<file path="config.mk">
export PLATFORM = sky130hd
export DESIGN_NAME = fault_capture_regs
export DESIGN_NICKNAME = d
export VERILOG_FILES = /design/src/rtl/fault_capture_pkg.sv /design/src/rtl/fault_pte_form.sv /design/src/rtl/fault_dside.sv /design/src/rtl/fault_iside.sv /design/src/rtl/fault_capture_regs.sv
export SDC_FILE = /design/constraint.sdc
export NUM_CORES = 1
export LEC_CHECK = 0
export BUFFER_PORTS_ARGS = -buffer_cell sky130_fd_sc_hd__buf_2
export CORE_AREA = 10 10 157 159
export CTS_CLUSTER_SIZE = 8
export DETAILED_ROUTE_END_ITERATION = 8
export DIE_AREA = 0 0 167 169
export PLACE_DENSITY = 0.74
export SETUP_SLACK_MARGIN = 0.02
export SLEW_MARGIN = 20
export SYNTH_ARGS = -nofsm -noshare
export SYNTH_HDL_FRONTEND = slang
export SYNTH_HIERARCHICAL = 1
export SYNTH_SLANG_ARGS = --single-unit
</file>
<file path="constraint.sdc">
create_clock -name clk -period 1.6 [get_ports clk]
set_input_delay 0.16 -clock clk [delete_from_list [all_inputs] [get_ports clk]]
set_output_delay 0.16 -clock clk [all_outputs]
set_load 0.02 [all_outputs]
</file>
<file path="src/rtl/fault_capture_pkg.sv">
package fault_capture_pkg;
    localparam int FLAG_W = 6;
    localparam int OPC_W  = 6;
    localparam int REG_W  = 5;
    localparam int STAT_W = OPC_W + REG_W + FLAG_W;

    function automatic logic [STAT_W-1:0] pack_status(
        input logic [OPC_W-1:0]  opc,
        input logic [REG_W-1:0]  rnum,
        input logic [FLAG_W-1:0] flags
    );
        return {opc, rnum, flags};
    endfunction
endpackage

</file>
<file path="src/rtl/fault_pte_form.sv">
module fault_pte_form #(
    parameter int VA_W       = 48,
    parameter int PAGE_SHIFT = 13,
    parameter int PTE_SHIFT  = 3
) (
    input  logic [VA_W-1:0] va_i,
    input  logic [VA_W-1:0] base_i,
    output logic [VA_W-1:0] form_o
);
    logic [VA_W-1:0] vpn;

    always_comb begin
        vpn    = va_i >> PAGE_SHIFT;
        form_o = base_i | (vpn << PTE_SHIFT);
    end
endmodule

</file>
<file path="src/rtl/fault_dside.sv">
module fault_dside
    import fault_capture_pkg::*;
#(
    parameter int VA_W       = 48,
    parameter int PAGE_SHIFT = 13
) (
    input  logic              clk,
    input  logic              rst_n,
    input  logic              fault_i,
    input  logic              spec_i,
    input  logic [VA_W-1:0]   va_i,
    input  logic [FLAG_W-1:0] flags_i,
    input  logic [OPC_W-1:0]  opcode_i,
    input  logic [REG_W-1:0]  reg_i,
    input  logic [VA_W-1:0]   ptbase_i,
    input  logic              rd_i,
    output logic [VA_W-1:0]   va_o,
    output logic [STAT_W-1:0] stat_o,
    output logic [VA_W-1:0]   form_o,
    output logic              lock_o
);
    typedef struct packed {
        logic [VA_W-1:0]   va;
        logic [STAT_W-1:0] stat;
        logic [VA_W-1:0]   form;
        logic              lock;
    } dstate_t;

    dstate_t         s_d, s_q;
    logic [VA_W-1:0] form_w;
    logic            accept;

    fault_pte_form #(.VA_W(VA_W), .PAGE_SHIFT(PAGE_SHIFT)) u_form (
        .va_i   (va_i),
        .base_i (ptbase_i),
        .form_o (form_w)
    );

    always_comb begin
        s_d    = s_q;
        accept = fault_i && !spec_i && (!s_q.lock || rd_i);
        if (accept) begin
            s_d.va   = va_i;
            s_d.stat = pack_status(opcode_i, reg_i, flags_i);
            s_d.form = form_w;
            s_d.lock = 1'b1;
        end else if (rd_i) begin
            s_d.lock = 1'b0;
        end
    end

    always_ff @(posedge clk or negedge rst_n) begin
        if (!rst_n) begin
            s_q <= '0;
        end else begin
            s_q <= s_d;
        end
    end

    assign va_o   = s_q.va;
    assign stat_o = s_q.stat;
    assign form_o = s_q.form;
    assign lock_o = s_q.lock;
endmodule

</file>
<file path="src/rtl/fault_iside.sv">
module fault_iside #(
    parameter int VA_W       = 48,
    parameter int PAGE_SHIFT = 13
) (
    input  logic            clk,
    input  logic            rst_n,
    input  logic            fault_i,
    input  logic            spec_i,
    input  logic [VA_W-1:0] pc_i,
    input  logic [VA_W-1:0] ptbase_i,
    output logic [VA_W-1:0] pc_o,
    output logic [VA_W-1:0] form_o
);
    typedef struct packed {
        logic [VA_W-1:0] pc;
        logic [VA_W-1:0] form;
    } istate_t;

    istate_t         s_d, s_q;
    logic [VA_W-1:0] form_w;

    fault_pte_form #(.VA_W(VA_W), .PAGE_SHIFT(PAGE_SHIFT)) u_form (
        .va_i   (pc_i),
        .base_i (ptbase_i),
        .form_o (form_w)
    );

    always_comb begin
        s_d = s_q;
        if (fault_i && !spec_i) begin
            s_d.pc   = pc_i;
            s_d.form = form_w;
        end
    end

    always_ff @(posedge clk or negedge rst_n) begin
        if (!rst_n) begin
            s_q <= '0;
        end else begin
            s_q <= s_d;
        end
    end

    assign pc_o   = s_q.pc;
    assign form_o = s_q.form;
endmodule

</file>
<file path="src/rtl/fault_capture_regs.sv">
module fault_capture_regs #(
    parameter int VA_W       = 48,
    parameter int PAGE_SHIFT = 13
) (
    input  logic            clk,
    input  logic            rst_n,
    input  logic            d_fault_i,
    input  logic            d_spec_i,
    input  logic [VA_W-1:0] d_va_i,
    input  logic [5:0]      d_flags_i,
    input  logic [5:0]      d_opcode_i,
    input  logic [4:0]      d_reg_i,
    input  logic [VA_W-1:0] d_ptbase_i,
    input  logic            va_rd_i,
    input  logic            i_fault_i,
    input  logic            i_spec_i,
    input  logic [VA_W-1:0] i_pc_i,
    input  logic [VA_W-1:0] i_ptbase_i,
    output logic [VA_W-1:0] d_va_o,
    output logic [16:0]     d_stat_o,
    output logic [VA_W-1:0] d_form_o,
    output logic [VA_W-1:0] i_pc_o,
    output logic [VA_W-1:0] i_form_o
);
    logic d_lock;

    fault_dside #(.VA_W(VA_W), .PAGE_SHIFT(PAGE_SHIFT)) u_dside (
        .clk      (clk),
        .rst_n    (rst_n),
        .fault_i  (d_fault_i),
        .spec_i   (d_spec_i),
        .va_i     (d_va_i),
        .flags_i  (d_flags_i),
        .opcode_i (d_opcode_i),
        .reg_i    (d_reg_i),
        .ptbase_i (d_ptbase_i),
        .rd_i     (va_rd_i),
        .va_o     (d_va_o),
        .stat_o   (d_stat_o),
        .form_o   (d_form_o),
        .lock_o   (d_lock)
    );

    fault_iside #(.VA_W(VA_W), .PAGE_SHIFT(PAGE_SHIFT)) u_iside (
        .clk      (clk),
        .rst_n    (rst_n),
        .fault_i  (i_fault_i),
        .spec_i   (i_spec_i),
        .pc_i     (i_pc_i),
        .ptbase_i (i_ptbase_i),
        .pc_o     (i_pc_o),
        .form_o   (i_form_o)
    );
endmodule

</file>
* Word-level counts from Yosys, hierarchy flattened
Index checks and enable logic that the tools add are counted.
** Storage, ports and cells
- Register bits after elaboration :: 210
- Input port bits :: 216
- Output and inout bits :: 209
- Word-level logic and storage cells :: 18
** Cells by class
- Mux-type cells :: 2
- Bitwise operators :: 2
- Reductions and logical operators :: 8
** Operators by type and width (count)
- $or 48x38->48 :: 2
- $logic_and 1x1->1 :: 3
- $logic_not 1->1 :: 3
- $mux 1 :: 2
- $reduce_bool 2->1 :: 1
- $logic_or 1x1->1 :: 1

* Depth between registers and ports, before layout
Gate-level depths: netlist of run 1.
- Depth in word-level cells :: 4
- Gate-level depth with buffers :: 5
- Gate-level depth less buffers :: 3

* By module
The synthesis of run 1 kept the hierarchy.
** By module, submodules not included
- fault_dside :: times used 1, cells an instance 244, area each 4274.1 um^2, seq. area each 2852.7 um^2
- fault_iside :: times used 1, cells an instance 204, area each 3778.6 um^2, seq. area each 2402.3 um^2
- fault_pte_form :: times used 2, cells an instance 48, area each 316.6 um^2, seq. area each 0.0 um^2

* Least setup slack after synthesis of run 1
Ideal clock, no wire load.
- Kind :: flip-flop to flip-flop
- Start :: register u_dside.s_q (netlist bit u_dside/lock_o)
- End :: register u_dside.s_q (netlist bit u_dside/form_o[34])
- Setup time :: 0.127 ns
- Arrival time :: 1.220 ns
- Data required time :: 1.473 ns
- Setup slack :: 0.253 ns
- Cell stages (with the launch flop) :: 5
- Buffers on the path :: 2
- Clock period less this slack :: 1.347 ns
- Path through :: dfrtp_1 -> a21oi_4 -> buf_4 -> buf_6 -> mux2_1
** Between the ends
- Word-level cells in the longest chain between the ends :: 3
** Ends and longest elaborated chain
- from (decl) :: line fault_dside.sv:29 : dstate_t s_d, s_q;
- from (signal assigned) :: line fault_dside.sv:54 : s_q <= '0;
- from (signal assigned) :: line fault_dside.sv:56 : s_q <= s_d;
- $logic_not 1->1 :: line fault_dside.sv:41 : accept = fault_i && !spec_i && (!s_q.lock || rd_i);
- $logic_or 1x1->1 :: line fault_dside.sv:41
- $logic_and 1x1->1 :: line fault_dside.sv:41
No other way between the ends.
A chain may end at the register's enable or synchronous reset.

* Worst setup path after layout of run 1
- Start :: register u_dside.s_q (netlist bit u_dside/lock_o)
- End :: register u_dside.s_q (netlist bit u_dside/form_o[22])
Same word-level chain as after synthesis.

==> results.cfg, run 1 <==
[pwr]
power.switching_uw = 4960
p_seq_share_pct = 40.6
peakVddDrop_v = 0.000734
internal_power_uw = 11500
swShare_pct = 30.2
p_leak_uw = 0.00647
power.share.clock_pct = 33.4
powerDensity_nw_per_um2 = 1180
combPwrFrac_pct = 26.1

[yosys]
syn_area_um2 = 8690
synth_nets = 760
postSynth.asyncResetShare_pct = 100
yosysTopAreaCellShare_pct = 60.5
syn_area_per_cell_um2 = 16.0
ys_seq_area_share_pct = 60.5
yosysMostFrequentCell = dfrtp_1
synthCells = 544
ys_seq_elements = 210
synthFlopType = dfrtp_1
synth_area_leaders = dfrtp_1 (61%), mux2_2 (13%), mux2_1 (9.1%)
synth_common_cells = dfrtp_1 (210), mux2_2 (99), mux2_1 (70), or2_1 (70), mux2_4 (40)
yosys_warnings = 6
synth_edf_count = 0
yosys.area.top_type = dfrtp_1
synth_cell_types = 15

[sta]
worst_pin_slew_ps = 378
rsz0062_at_grt = no
hold_viol_final = 0
slew-limit-headroom_pct = 74.8
timing.hold.ws_ps = 31.9
drv_slew = 0
timing.setup.tns_ps = 0
fin_crit_sh_pct = 91.8
fin_crit_ps = 1470
max_freq_mhz = 680
setup_viol = 0
finalWorstSetupSlack_ps = 130
fin_worst_skew_ps = 14.3

[grt]
grt_usage_pct = 21.4
grt_pass1_vias = 8165
grt_pass1_wl_um = 48800
grt_antenna_before_repair = 2
grt_start_max_net_pins = 47
overflow = 0

[floorplan]
die_w_um = 167
io_pins = 425
start_util_pct = 40.3
core_um2 = 21600
num_rows = 54
dieArea_um2 = 28200
die_y_um = 169

[critical_path]
crit_fanout = 42
worstSetupPathType = reg -> reg
required_ps = 1990
crit_arrival_ps = 1860
start_kind = flip-flop
crit_path_end_kind = flip-flop

[route]
drtIter0Drc = 289
drtAntennaViolNets = 0
wl_per_cell_um = 21.4
wl_um = 31400
dr.pass1.iters = 4
vias = 6912
avgViaCountPerCell = 4.72
remaining_drc_errors = 0

[worst_hold_path]
hold_path.class = in -> reg

[place]
dp_slack_ps = 134
dp_hpwl_um = 20400
io_buffers = 424
gp_congestion = 0.770

[finish]
drive_above_1_share_pct = 52.2
nets = 1396
final_core_util_pct = 64.4
area_delta_synth_final_pct = 59.9

[clock_tree]
cts_setup_buffers = 0
cts_sinks = 210
cts_resized = 0
htreeDepth = 1
cts_tree = done
cts_buffers = 30
cts_root_buffer = clkbuf_16
clkTransAtPathRegs_ps = 50
clk_path_buf_depth = 3
insertion_delay_ps = 520
holdBufCountCts = 211

[run]
drv_cap = 0

[outcome]
status = finished clean
[logic make-up after synthesis]
kind of cell,synth area share [%]
flip-flops,60.5
AO/OA/AOI/OAI,0.245
AND/OR/NAND/NOR,5.36
multiplexers,28.8
buffers and inverters,5.07
[sequential cells by signal, indices dropped and copies added, names as in the netlist]
name,flops
u_dside/stat_o,17
u_dside/lock_o,1
u_dside/form_o,48
u_iside/pc_o,48
u_iside/form_o,48
u_dside/va_o,48
[through the flow]
step / instance area, µm² / instances / power, µW
finish: 13900 / 1463 / 16400
global route: 13900 / 1462 / 17100
CTS: 13900 / 1461 / 16500
detailed placement: 11000 / 1217 / 10500
global placement: 11000 / 1217 / 10400
floorplan: 8690 / 544 / 8840
[power groups by stage]
stage | clock network, µW | registers (µW) | logic [µW]
after floorplan | 0 | 7760 | 1080
after global placement | 0 | 6640 | 3760
after detailed placement | 0 | 6680 | 3840
after CTS | 5570 | 6620 | 4260
after global routing | 5820 | 6760 | 4530
final | 5480 | 6660 | 4280
[cell usage in the layout (no fill, tap or decap)]
master,instances
buf_2,423
dlygate4sd3_1,211
dfrtp_1,210
mux2_2,99
mux2_1,70
or2_1,70
mux2_4,40
clkbuf_16,31
buf_12,9
buf_4,9
diode_2,2
inv_1,2
clkbuf_1,1
clkinvlp_4,1
clkbuf_8,1
nand2b_4,1
a21oi_4,1
o21ai_0,1
nor2b_4,1
[per-layer routing]
layer  up-vias  GRT usage, %  part of all wire [%]
met5         -             0                 0.041
met4         2          6.87                   2.7
met3        60          8.59                    11
met2       370          37.2                    51
met1      3381          23.5                    36
li1       3099             -                     -
[final timing paths]
| path | cells past startpoint | endpoint | slack (ps) | start |
|---|---|---|---|---|
| max | 3 | u_dside/form_o[22] | 130 | u_dside/lock_o |
| min reg2reg | 1 | u_dside/va_o[32] | 480 | u_dside/va_o[32] |
| max in group asynchronous | 3 | u_dside/form_o[40] | 830 | rst_n |
| min | 3 | u_iside/form_o[18] | 30 | i_ptbase_i[18] |
| min in group asynchronous | 2 | u_iside/form_o[42] | 190 | rst_n |
| max reg2reg | 3 | u_dside/form_o[22] | 130 | u_dside/lock_o |
[layout make-up]
class / instances / area (µm²)
inverters: 2 / 7.51
well taps: 280 / 350
multi-input cells: 283 / 2990
fillers: 1463 / 7670
repair buffers: 653 / 4490
flip-flops and latches: 210 / 5260
clock buffers: 32 / 779
diodes: 2 / 5.00
clock inverters: 1 / 7.51
[worst max-delay path: stages, from the launching register on]
cell and delay [ps]:
dfrtp_1 400, a21oi_4 280, buf_12 280, mux2_2 370
(Power assumes the default switching activity.)
==> run 2, diff against run 1 <==
CORE_AREA = 10 10 158 160   (was 10 10 157 159)
CTS_BUF_LIST = sky130_fd_sc_hd__clkbuf_2 sky130_fd_sc_hd__clkbuf_4 sky130_fd_sc_hd__clkbuf_8   (was not set)
DIE_AREA = 0 0 168 170   (was 0 0 167 169)
PLACE_DENSITY = 0.73   (was 0.74)
==> run 2 against run 1 <==
Against the previous run:
- sequential share of layout area is 0.45 points lower
- non-clock buffer count is 9 higher
- die area is 1.2% higher
- combinational power is 1% higher
- clock skew is 1.3 ps lower
- register-to-register slack worse by 20 ps
- cell count is 2.9% higher
- total power is 0.18% lower
- sequential power hardly changed
- critical path type unchanged
- largest cell class unchanged
==> results.cfg, run 2 (synthesis results as in run 1) <==
[outcome]
status = finished clean

[floorplan]
io_pins = 425
die_w_um = 168
dieArea_um2 = 28600
core_um2 = 21700
start_util_pct = 40.0
die_y_um = 170
num_rows = 54

[finish]
multiInputGateArea_um2 = 2990
area_delta_synth_final_pct = 61.8
layout_commonest_cell = buf_2
layout_common_cells = buf_2 (423), dlygate4sd3_1 (212), dfrtp_1 (210)
nets = 1412
fin_area_um2 = 14100
drive_above_1_share_pct = 53.8
final.fill_count = 1443
regArea_um2 = 5260

[clock_tree]
cts_tree = done
cts_sinks = 210
clk_path_buf_depth = 3
cts_setup_buffers = 0
insertion_delay_ps = 510
cts_root_buffer = clkbuf_8
htreeDepth = 2
clkTransAtPathRegs_ps = 60
cts_resized = 0
cts_buffers = 37

[route]
remaining_drc_errors = 0
drtAntennaViolNets = 0
dr.pass1.iters = 6
wl_um = 32400
vias = 7159
wl_per_cell_um = 21.5
drtIter0Drc = 322
avgViaCountPerCell = 4.76

[grt]
grt_usage_pct = 21.7
overflow = 0
grt_antenna_before_repair = 2
grt_pass1_vias = 8373
grt_pass1_wl_um = 49400
grt_start_max_net_pins = 50

[critical_path]
crit_arrival_ps = 1860
startpoint = u_dside/lock_o
crit_fanout = 26
timing.rr.start = u_dside/lock_o
rr_worst_depth = 4
crit_path_end_kind = flip-flop
worstSetupPathType = reg -> reg
start_kind = flip-flop
required_ps = 1970

[sta]
fin_crit_ps = 1490
worst_pin_slew_ps = 479
fin_crit_sh_pct = 93.3
drv_slew = 0
fin_worst_skew_ps = 13.0
timing.setup.tns_ps = 0
hold_viol_final = 0
slew-limit-headroom_pct = 68.1
setup_viol = 0
rsz0062_at_grt = no
max_freq_mhz = 670

[place]
io_buffers = 424
dp_hpwl_um = 20200
place_area_um2 = 11100
gp_congestion = 0.771

[worst_hold_path]
holdPathStages = 3
hold_path.class = in -> reg
hp-start = i_spec_i

[run]
drv_cap = 0

[pwr]
powerDensity_nw_per_um2 = 1170
peakVddDrop_v = 0.000756
p_leak_uw = 0.00659
## run 2: critical path: stages (launching register included)
cell and delay (ps):
dfrtp_1 400, a21oi_4 180, buf_12 230, buf_12 190
mux2_1 360
## run 2: through the flow
stage	power [µW]	hold slack (ps)	setup slack, ps	util (%)	std cells
finish	16400	140	107	64.8	1505
global route	17100	127	60.7	64.8	1505
floorplan	8840	-136	253	-	544
global placement	10400	154	153	51.2	1225
detailed placement	10500	157	125	51.2	1225
CTS	16400	96.8	119	64.8	1503
## run 2: power by group
group | switching (µW) | internal, µW
Clock | 2180 | 3200
Combinational | 2390 | 1940
Sequential | 497 | 6180
## run 2: area by class of cell
cell class / instances / share of cell area [%]
Antenna cell: 2 / 0.0356
Clock buffer: 61 / 5.48
Clock inverter: 5 / 0.374
Inverter: 2 / 0.0534
Multi-Input combinational cell: 283 / 21.3
Sequential cell: 210 / 37.4
Tap cell: 280 / 2.49
Timing Repair Buffer: 662 / 32.9
## run 2: final timing paths
kind,slack [ps],to
max reg2reg,110,u_dside/form_o[45]
max,110,u_dside/form_o[45]
min,140,u_iside/form_o[45]
min in group asynchronous,170,u_dside/form_o[36]
min reg2reg,480,u_dside/va_o[3]
max in group asynchronous,780,u_iside/pc_o[40]
## run 2: per-layer routing
metal	GRT usage (%)	part of all wire [%]	vias to the layer above
met4	9.73	3.8	0
met1	22.8	36	3524
li1	-	-	3158
met2	37.7	51	395
met5	0	0	-
met3	8.75	10	82
## run 2: what timing repair did
item                       in CTS  in global routing
hold endpoints to repair      329                  0
setup endpoints to repair       0                  0
hold buffers                  212                  0
